==> config.mk <==
export PLATFORM = sky130hd
export DESIGN_NAME = lq_shift_mac
export DESIGN_NICKNAME = d
export VERILOG_FILES = /design/src/rtl/lq_pkg.sv /design/src/rtl/lq_lane_shift.sv /design/src/rtl/lq_lane_sum.sv /design/src/rtl/lq_sat_acc.sv /design/src/rtl/lq_shift_mac.sv
export SDC_FILE = /design/constraint.sdc
export NUM_CORES = 1
export LEC_CHECK = 0
export ABC_AREA = 0
export BUFFER_PORTS_ARGS = -buffer_cell sky130_fd_sc_hd__buf_4
export CAP_MARGIN = 10
export CORE_ASPECT_RATIO = 0.75
export CORE_MARGIN = 5
export CORE_UTILIZATION = 59
export CTS_CLUSTER_SIZE = 24
export DETAILED_ROUTE_END_ITERATION = 12
export HOLD_SLACK_MARGIN = 0.15
export PLACE_DENSITY = 0.83
export SLEW_MARGIN = 0
export SYNTH_ARGS = -nofsm -noshare
export SYNTH_HDL_FRONTEND = slang
export SYNTH_SLANG_ARGS = --single-unit
==> constraint.sdc <==
create_clock -name clk -period 14.6 [get_ports clk]
set_clock_uncertainty 0.2 [all_clocks]
set_input_delay 0 -clock clk [delete_from_list [all_inputs] [get_ports clk]]
set_output_delay 0 -clock clk [all_outputs]
set_load 0.02 [all_outputs]
==> src/rtl/lq_pkg.sv <==
package lq_pkg;

  // Signed lane term for a log-coded weight and an unsigned activation.
  function automatic longint lq_term(input int cw, input logic [31:0] wcode,
                                     input logic [31:0] act);
    int     emax;
    int     frac;
    int     e;
    logic   neg;
    longint mag;
    emax = (1 << (cw - 1)) - 1;
    frac = emax - 1;
    e    = int'(wcode) & emax;
    neg  = wcode[cw-1];
    if (e == emax) return 64'sd0;
    mag = longint'({32'd0, act}) << (frac - e);
    return neg ? -mag : mag;
  endfunction

  function automatic longint lq_acc_max(input int w);
    return (longint'(1) <<< (w - 1)) - 1;
  endfunction

  function automatic longint lq_acc_min(input int w);
    return -lq_acc_max(w) - 1;
  endfunction

endpackage

==> src/rtl/lq_lane_shift.sv <==
module lq_lane_shift #(
  parameter int CODE_W  = 4,
  parameter int TERM_SW = 12
) (
  input  logic [CODE_W-1:0]         wcode,
  input  logic [CODE_W-1:0]         act,
  output logic signed [TERM_SW-1:0] term
);
  import lq_pkg::*;

  always_comb begin
    term = TERM_SW'(lq_term(CODE_W, 32'(wcode), 32'(act)));
  end
endmodule

==> src/rtl/lq_lane_sum.sv <==
module lq_lane_sum #(
  parameter int LANES   = 4,
  parameter int TERM_SW = 12,
  parameter int SUM_W   = 14
) (
  input  logic [LANES*TERM_SW-1:0] terms,
  output logic signed [SUM_W-1:0]  sum
);
  always_comb begin
    sum = '0;
    for (int i = 0; i < LANES; i++) begin
      sum = sum + SUM_W'(signed'(terms[i*TERM_SW +: TERM_SW]));
    end
  end
endmodule

==> src/rtl/lq_sat_acc.sv <==
module lq_sat_acc #(
  parameter int ACC_W = 24,
  parameter int SUM_W = 14
) (
  input  logic                    clk,
  input  logic                    rst_n,
  input  logic                    clr,
  input  logic                    add_en,
  input  logic signed [SUM_W-1:0] addend,
  output logic signed [ACC_W-1:0] acc_q,
  output logic                    sat_hi,
  output logic                    sat_lo
);
  import lq_pkg::*;

  longint base_l;
  longint raw_l;
  longint nxt_l;

  always_comb begin
    base_l = clr ? 64'sd0 : longint'(acc_q);
    raw_l  = base_l + longint'(addend);
    sat_hi = add_en && (raw_l > lq_acc_max(ACC_W));
    sat_lo = add_en && (raw_l < lq_acc_min(ACC_W));
    if (raw_l > lq_acc_max(ACC_W))      nxt_l = lq_acc_max(ACC_W);
    else if (raw_l < lq_acc_min(ACC_W)) nxt_l = lq_acc_min(ACC_W);
    else                                nxt_l = raw_l;
  end

  always_ff @(posedge clk) begin
    if (!rst_n)      acc_q <= '0;
    else if (add_en) acc_q <= ACC_W'(nxt_l);
    else if (clr)    acc_q <= '0;
  end
endmodule

==> src/rtl/lq_shift_mac.sv <==
module lq_shift_mac #(
  parameter int CODE_W = 4,
  parameter int LANES  = 4,
  parameter int ACC_W  = 24
) (
  input  logic                      clk,
  input  logic                      rst_n,
  input  logic                      clr,
  input  logic                      in_valid,
  input  logic                      in_last,
  input  logic [LANES*CODE_W-1:0]   w_word,
  input  logic [LANES*CODE_W-1:0]   a_word,
  output logic                      res_valid,
  output logic signed [ACC_W-1:0]   res_data
);
  localparam int FRAC_W  = (1 << (CODE_W - 1)) - 2;
  localparam int TERM_SW = CODE_W + FRAC_W + 1;
  localparam int SUM_W   = TERM_SW + $clog2(LANES) + 1;

  logic [LANES*TERM_SW-1:0] lane_terms;
  logic signed [SUM_W-1:0]  beat_sum;
  logic                     sat_hi_evt;
  logic                     sat_lo_evt;

  for (genvar k = 0; k < LANES; k++) begin : g_lane
    lq_lane_shift #(.CODE_W(CODE_W), .TERM_SW(TERM_SW)) u_shift (
      .wcode (w_word[k*CODE_W +: CODE_W]),
      .act   (a_word[k*CODE_W +: CODE_W]),
      .term  (lane_terms[k*TERM_SW +: TERM_SW])
    );
  end

  lq_lane_sum #(.LANES(LANES), .TERM_SW(TERM_SW), .SUM_W(SUM_W)) u_sum (
    .terms (lane_terms),
    .sum   (beat_sum)
  );

  lq_sat_acc #(.ACC_W(ACC_W), .SUM_W(SUM_W)) u_acc (
    .clk    (clk),
    .rst_n  (rst_n),
    .clr    (clr),
    .add_en (in_valid),
    .addend (beat_sum),
    .acc_q  (res_data),
    .sat_hi (sat_hi_evt),
    .sat_lo (sat_lo_evt)
  );

  always_ff @(posedge clk) begin
    if (!rst_n) res_valid <= 1'b0;
    else        res_valid <= in_valid && in_last;
  end
endmodule

---- After elaboration in Yosys (flattened, before gate mapping) ----
Cells that the tools add are included.
cells by class
  add/subtract/negate cells ............... 12
  reduce and logical (&&, ||, !) cells .... 2
  $mul .................................... 0
  eq/ne operators ......................... 4
  divide/modulo/power cells ............... 0
  bitwise gates (word level) .............. 0
  shift-type cells ........................ 4
  mux-type cells .......................... 17
  $lt $le $gt $ge ......................... 2
operators by type and width
  operator                                                                         number
  4-bit by 32-bit << shifter with 11-bit output                                    4
  24-bit two-way mux                                                               4
  11-bit two-way mux                                                               8
  64-bit by 14-bit adder with 64-bit output                                        1
  64-bit by 24-bit > comparator with 1-bit output (second input constant)          1
  64-bit by 24-bit less-than comparator with 1-bit output (second input constant)  1
  64-bit two-way mux                                                               1
  11-bit negation                                                                  4
  3-bit by 3-bit subtractor with 4-bit output (first input constant)               4
  14-bit by 11-bit adder with 14-bit output                                        1
  12-bit by 11-bit adder with 13-bit output                                        1
  11-bit by 11-bit adder with 12-bit output                                        1
  3-bit by 1-bit == test with 1-bit output (second input constant)                 4
  1-bit two-way mux                                                                4
  2-bit nonzero test                                                               1
  1-bit logical AND                                                                1
storage, ports and cells
  logic and storage cells ................. 43
  latch bits .............................. 0
  register bits after elaboration ......... 25
  memory bits (read-only) ................. 0
  bits in writable memories ............... 0
  memories kept ........................... 0

---- Logic depth before layout (Yosys ltp) ----
  depth after elaboration ................. 13
  gate-level depth with buffers ........... 47

---- Cells and area by module ----
From an unflattened synthesis, not the netlist that was laid out.
unflattened totals
  cells, all modules ...................... 845
  area, all modules ....................... 6,586.3 µm²
by module, submodules not included
  module         sequential area each (µm²)  area an instance (µm²)  instances  cells an instance
  lq_sat_acc     480.5                       2,867.8                 1          353
  lq_lane_shift  0.0                         635.6                   4          88
  lq_lane_sum    0.0                         1,149.9                 1          138
  lq_shift_mac   20.0                        26.3                    1          2

---- Least setup slack after synthesis ----
OpenSTA, ideal clock, no wires.
  path kind ............................... input port to flip-flop
  start ................................... input port w_word[8]
  end ..................................... register u_acc.acc_q[7]
  data arrival time ....................... 9.145 ns
  setup time .............................. 0.070 ns
  cell stages on the path ................. 42
  setup slack ............................. 5.186 ns
  cells stage by stage .................... ha_1 clkbuf_1 nand2_1 or3_1 ha_1 nand2_1 o21ai_0 nand2_1 fa_1 inv_1 ha_1 inv_1 fa_1 nor2b_1 o21ai_0 a21boi_0 o21ai_0 a21boi_0 (+6 left out) a211oi_2 nand2_1 a2111o_1 a21oi_4 clkbuf_1 ha_1 clkbuf_1 nand3_1 mux2i_1 a221o_1 inv_1 fa_1 or4bb_1 nor4_1 o21ai_0 a32oi_2 or3b_2 a21oi_1
between the ends
  cells in the longest elaborated chain, start to end .. 12
ends and longest elaborated chain
  item                                                     RTL line            text
  from (decl)                                              lq_shift_mac.sv:11  input logic [LANES*CODE_W-1:0] w_word,
  3-bit by 3-bit subtractor with 4-bit output              lq_pkg.sv:16        mag = longint'({32'd0, act}) << (frac - e);
  4-bit by 32-bit << shifter with 11-bit output            lq_pkg.sv:16
  11-bit negation                                          lq_pkg.sv:17        return neg ? -mag : mag;
  11-bit two-way mux                                       lq_pkg.sv:17
  11-bit two-way mux *                                     lq_pkg.sv:16
  12-bit by 11-bit adder with 13-bit output *              lq_lane_sum.sv:12   sum = sum + SUM_W'(signed'(terms[i*TERM_SW +: TERM_SW]));
  14-bit by 11-bit adder with 14-bit output *              lq_lane_sum.sv:12
  64-bit by 14-bit adder with 64-bit output *              lq_sat_acc.sv:22    raw_l = base_l + longint'(addend);
  64-bit by 24-bit less-than comparator with 1-bit output  --
  24-bit two-way mux                                       lq_sat_acc.sv:26    else if (raw_l < lq_acc_min(ACC_W)) nxt_l = lq_acc_min(ACC_W);
  24-bit two-way mux *                                     lq_sat_acc.sv:25    if (raw_l > lq_acc_max(ACC_W)) nxt_l = lq_acc_max(ACC_W);
  24-bit two-way mux *                                     lq_sat_acc.sv:32    else if (add_en) acc_q <= ACC_W'(nxt_l);
  to (signal assigned)                                     lq_sat_acc.sv:32
  to (decl)                                                lq_sat_acc.sv:10    output logic signed [ACC_W-1:0] acc_q,
Mark *: on every way between the ends. The rest lies on a longest branch, timed or not.
A chain may end at the register's enable or synchronous reset.

---- Final worst setup path ----
  start ................................... input port w_word[0]
  end ..................................... register u_acc.acc_q[15]
between the ends
  cells in the longest elaborated chain, start to end .. 13
ends and longest elaborated chain
  item                                                     RTL line
  3-bit by 3-bit subtractor with 4-bit output              lq_pkg.sv:16
  4-bit by 32-bit << shifter with 11-bit output            lq_pkg.sv:16
  11-bit negation                                          lq_pkg.sv:17
  11-bit two-way mux                                       lq_pkg.sv:17
  11-bit two-way mux *                                     lq_pkg.sv:16
  11-bit by 11-bit adder with 12-bit output *              lq_lane_sum.sv:12
  12-bit by 11-bit adder with 13-bit output *              lq_lane_sum.sv:12
  14-bit by 11-bit adder with 14-bit output *              lq_lane_sum.sv:12
  64-bit by 14-bit adder with 64-bit output *              lq_sat_acc.sv:22
  64-bit by 24-bit less-than comparator with 1-bit output  --
  24-bit two-way mux                                       lq_sat_acc.sv:26
  24-bit two-way mux *                                     lq_sat_acc.sv:25
  24-bit two-way mux *                                     lq_sat_acc.sv:32
Marked as above.

==> metrics.md <==
| Metric | Value |
|---|---|
| H-tree lvl count | `1` |
| Top Family by Delay on Critical Path | `compound AO/OA/AOI/OAI gates` |
| Critical-path maximum fanout | `31` |
| CP most frequent cell | `o21ai_0` |
| Max Cap Viol | `0` |
| Initial antenna violation count | `0` |
| Nets | `1048` |
| Cells after synthesis | `899` |
| TritonCTS clock tree | `done` |
| Number of synthesized register bits | `25` |
| Total negative slack | `0 ps` |
| Worst EP arrival | `10410 ps` |
| R2R cell count | `22` |
| Hold Crit Depth | `4` |
| Die area | `0.01260 mm²` |
| Initial Util | `0.6005` |
| Routed wire length | `15.60 mm` |
| Clock Tree Buf Depth | `2` |
| CP startpoint kind | `input port` |
| Fillers | `923` |
| Share of the synthesized area in the top cell type | `0.1077` |
| Share of layout cells above drive strength 1 | `0.09315` |
| Bufs and invs on worst path | `6` |
| Synthesized cell area | `0.006155 mm²` |
| Most common cell after layout, fill and taps aside | `nand2_1` |
| Synth area leaders | `ha_1 11%, dfxtp_1 8.1%, nand2_1 7.5%, fa_1 7.5%, o21ai_0 6.7%` |
| Met1 WL | `7.712 mm` |
| Min Tclk post-route | `10400 ps` |
| Outcome | `completed` |
| Antenna diode count | `0` |
| Asr flop ratio synth | `0` |
| Slowest cell on crit path | `fa_1` |
| Die width | `127.9 µm` |
| Pins over their slew limit | `0` |
| DR WL met2 | `6.458 mm` |
| DRT Pass-1 Iters | `5` |
| Tcrit/Tclk final | `0.7125` |
| Vias | `6472` |
| Post-CTS setup buffer count | `0` |
| Synth unique cells | `65` |
| Worst slew pin tran | `821.6 ps` |
| Reg-to-reg endpoint | `u_acc.acc_q[15]$_SDFFE_PN0P_` |
| Wire length per cell | `14.58 µm` |
| Met3 wire len | `1.331 mm` |
| Pin count of the biggest net entering global routing | `33` |
| Syn_area_per_cell | `6.846 µm²` |
| Num ports | `62` |
| CP required | `14610 ps` |
| Max Freq | `0.09613 GHz` |
| Critical path class | `in -> reg` |
| Die Height | `98.45 µm` |
| Worst hold endpoint | `u_acc.acc_q[8]$_SDFFE_PN0P_` |
| HPWL after detailed placement | `12.47 mm` |
| GRT Residual Overflow | `0` |
| Clk Latency, worst-skew pair | `260 ps` |
| Commonest non-fill, non-tap cells in the layout | `123 x nand2_1, 82 x o21ai_0, 74 x a21oi_1` |
| Highest metal used | `met4` |
| Yosys top cell by area | `ha_1` |
| Core area | `0.01025 mm²` |
| Yosys warns | `0` |
| Total CTS buffers | `3` |
| RSZ-0062 raised after global routing | `no` |
| Rows | `32` |
| Layout overhead on the synthesized area | `9.880%` |
| First-pass GRT wire length | `26.39 mm` |
| Sequential share of the synthesized area | `0.08132` |
| Gpl congestion | `1.005` |
| Root Driver | `clkbuf_16` |
| Number of global-route vias before repair | `5734` |
| Post-synth EDFFs | `0` |
| CTS clock-pin slew for the worst setup and hold paths | `70 ps` |
| Hold Crit Start | `clr` |
| Largest stage delay, worst path | `550 ps` |
| GRT Overall Usage | `0.2433` |
| Worst slew margin | `0.4523` |
| R2R Path Start | `u_acc.acc_q[0]$_SDFFE_PN0P_` |
| Final ANT Viol Nets | `0` |
| Synthesized Nets | `1012` |
| Sink Count | `25` |
| Final hold viol count | `0` |
| Initial DRC Count | `784` |
| Final setup viols | `0` |
| R2R setup slack | `8420 ps` |
| Port Buffers | `61` |
| Setup crit end kind | `register` |
| # DRC | `0` |
| Worst hold path type | `in -> reg` |
| Vias per Instance | `6.049` |
| Synth Flop Type | `dfxtp_1` |
==> cell usage after synthesis, types with 17 or more instances <==
| cell type | n |
|---|---|
| nand2_1 | 123 |
| o21ai_0 | 82 |
| a21oi_1 | 74 |
| nor2_1 | 62 |
| inv_1 | 55 |
| ha_1 | 53 |
| xnor2_1 | 42 |
| nor2b_1 | 41 |
| clkbuf_1 | 30 |
| nand3_1 | 28 |
| dfxtp_1 | 25 |
| xor2_1 | 24 |
| fa_1 | 23 |
| nand2b_1 | 22 |
| mux2i_1 | 18 |
| nor3_1 | 17 |
==> cell type report <==
| class | instances | area, µm² | share of cell area |
|---|---|---|---|
| Clock buffer | 3 | 75.07 | 0.01110 |
| Timing Repair Buffer | 69 | 530.5 | 0.07845 |
| Inverter | 57 | 214.0 | 0.03164 |
| Sequential cell | 25 | 500.5 | 0.07401 |
| Clock inverter | 1 | 5.005 | 0.0007401 |
| Tap cell | 136 | 170.2 | 0.02516 |
| Multi-Input combinational cell | 779 | 5268 | 0.7789 |
==> stage by stage <==
stage	hold slack (ps)	std cells	cell area (µm²)	util	worst slack, ps
2_1_floorplan	-61.63	899	6155	-	5186
3_3_place_gp	70.65	1061	6633	0.6471	4616
3_5_place_dp	70.01	1061	6633	0.6471	4318
4_1_cts	154.7	1070	6763	0.6598	4357
5_1_grt	184.8	1070	6763	0.6598	3293
6_report	160.3	1070	6763	0.6598	4197
==> flip-flops by register name (all words and copies together), names as in the netlist <==
signal       count
res_valid        1
u_acc.acc_q     24
==> kinds of logic after synthesis <==
logic type	share of synthesized area
XOR/XNOR	0.09392
adder cells (fa/ha/maj)	0.1826
AND/OR/NAND/NOR	0.2911
flip-flops	0.08132
multiplexers	0.03110
AO/OA/AOI/OAI	0.2572
buffers and inverters	0.06282
==> metal layers <==
| layer | global-route usage | vias to the layer above |
|---|---|---|
| met2 | 0.3693 | 278 |
| met1 | 0.3780 | 2944 |
| met3 | 0.03738 | 12 |
| li1 | - | 3238 |
| met5 | 0 | - |
| met4 | 0.01794 | 0 |
==> worst max-delay path by stage <==
stage	startpoint	to	slack [ps]	cells after the start
2_1_floorplan	w_word[8]	u_acc.acc_q[7]$_SDFFE_PN0P_	5190	42
3_3_place_gp	w_word[0]	u_acc.acc_q[7]$_SDFFE_PN0P_	4620	43
3_5_place_dp	w_word[0]	u_acc.acc_q[7]$_SDFFE_PN0P_	4320	43
4_1_cts	w_word[0]	u_acc.acc_q[15]$_SDFFE_PN0P_	4360	44
5_1_grt	w_word[0]	u_acc.acc_q[15]$_SDFFE_PN0P_	3290	43
6_report	w_word[0]	u_acc.acc_q[15]$_SDFFE_PN0P_	4200	44
==> worst register-to-register path, delay by kind of cell, from the launching register on <==
family | cells | cell delay, ps
simple gates | 4 | 990
fa+ha+maj | 3 | 1080
compound gates | 12 | 2660
buf+inv | 3 | 880
flops | 1 | 330
==> timing repair <==
action | in CTS | in global routing
hold buffers | 5 | 0
gates resized for setup | 0 | 0
endpoints found under the setup margin | 0 | 0
hold endpoints to repair | 25 | 0
Power is left out: the tool's default activity adds up to more than one toggle a clock period on the data nets, which glitch-free logic cannot reach.
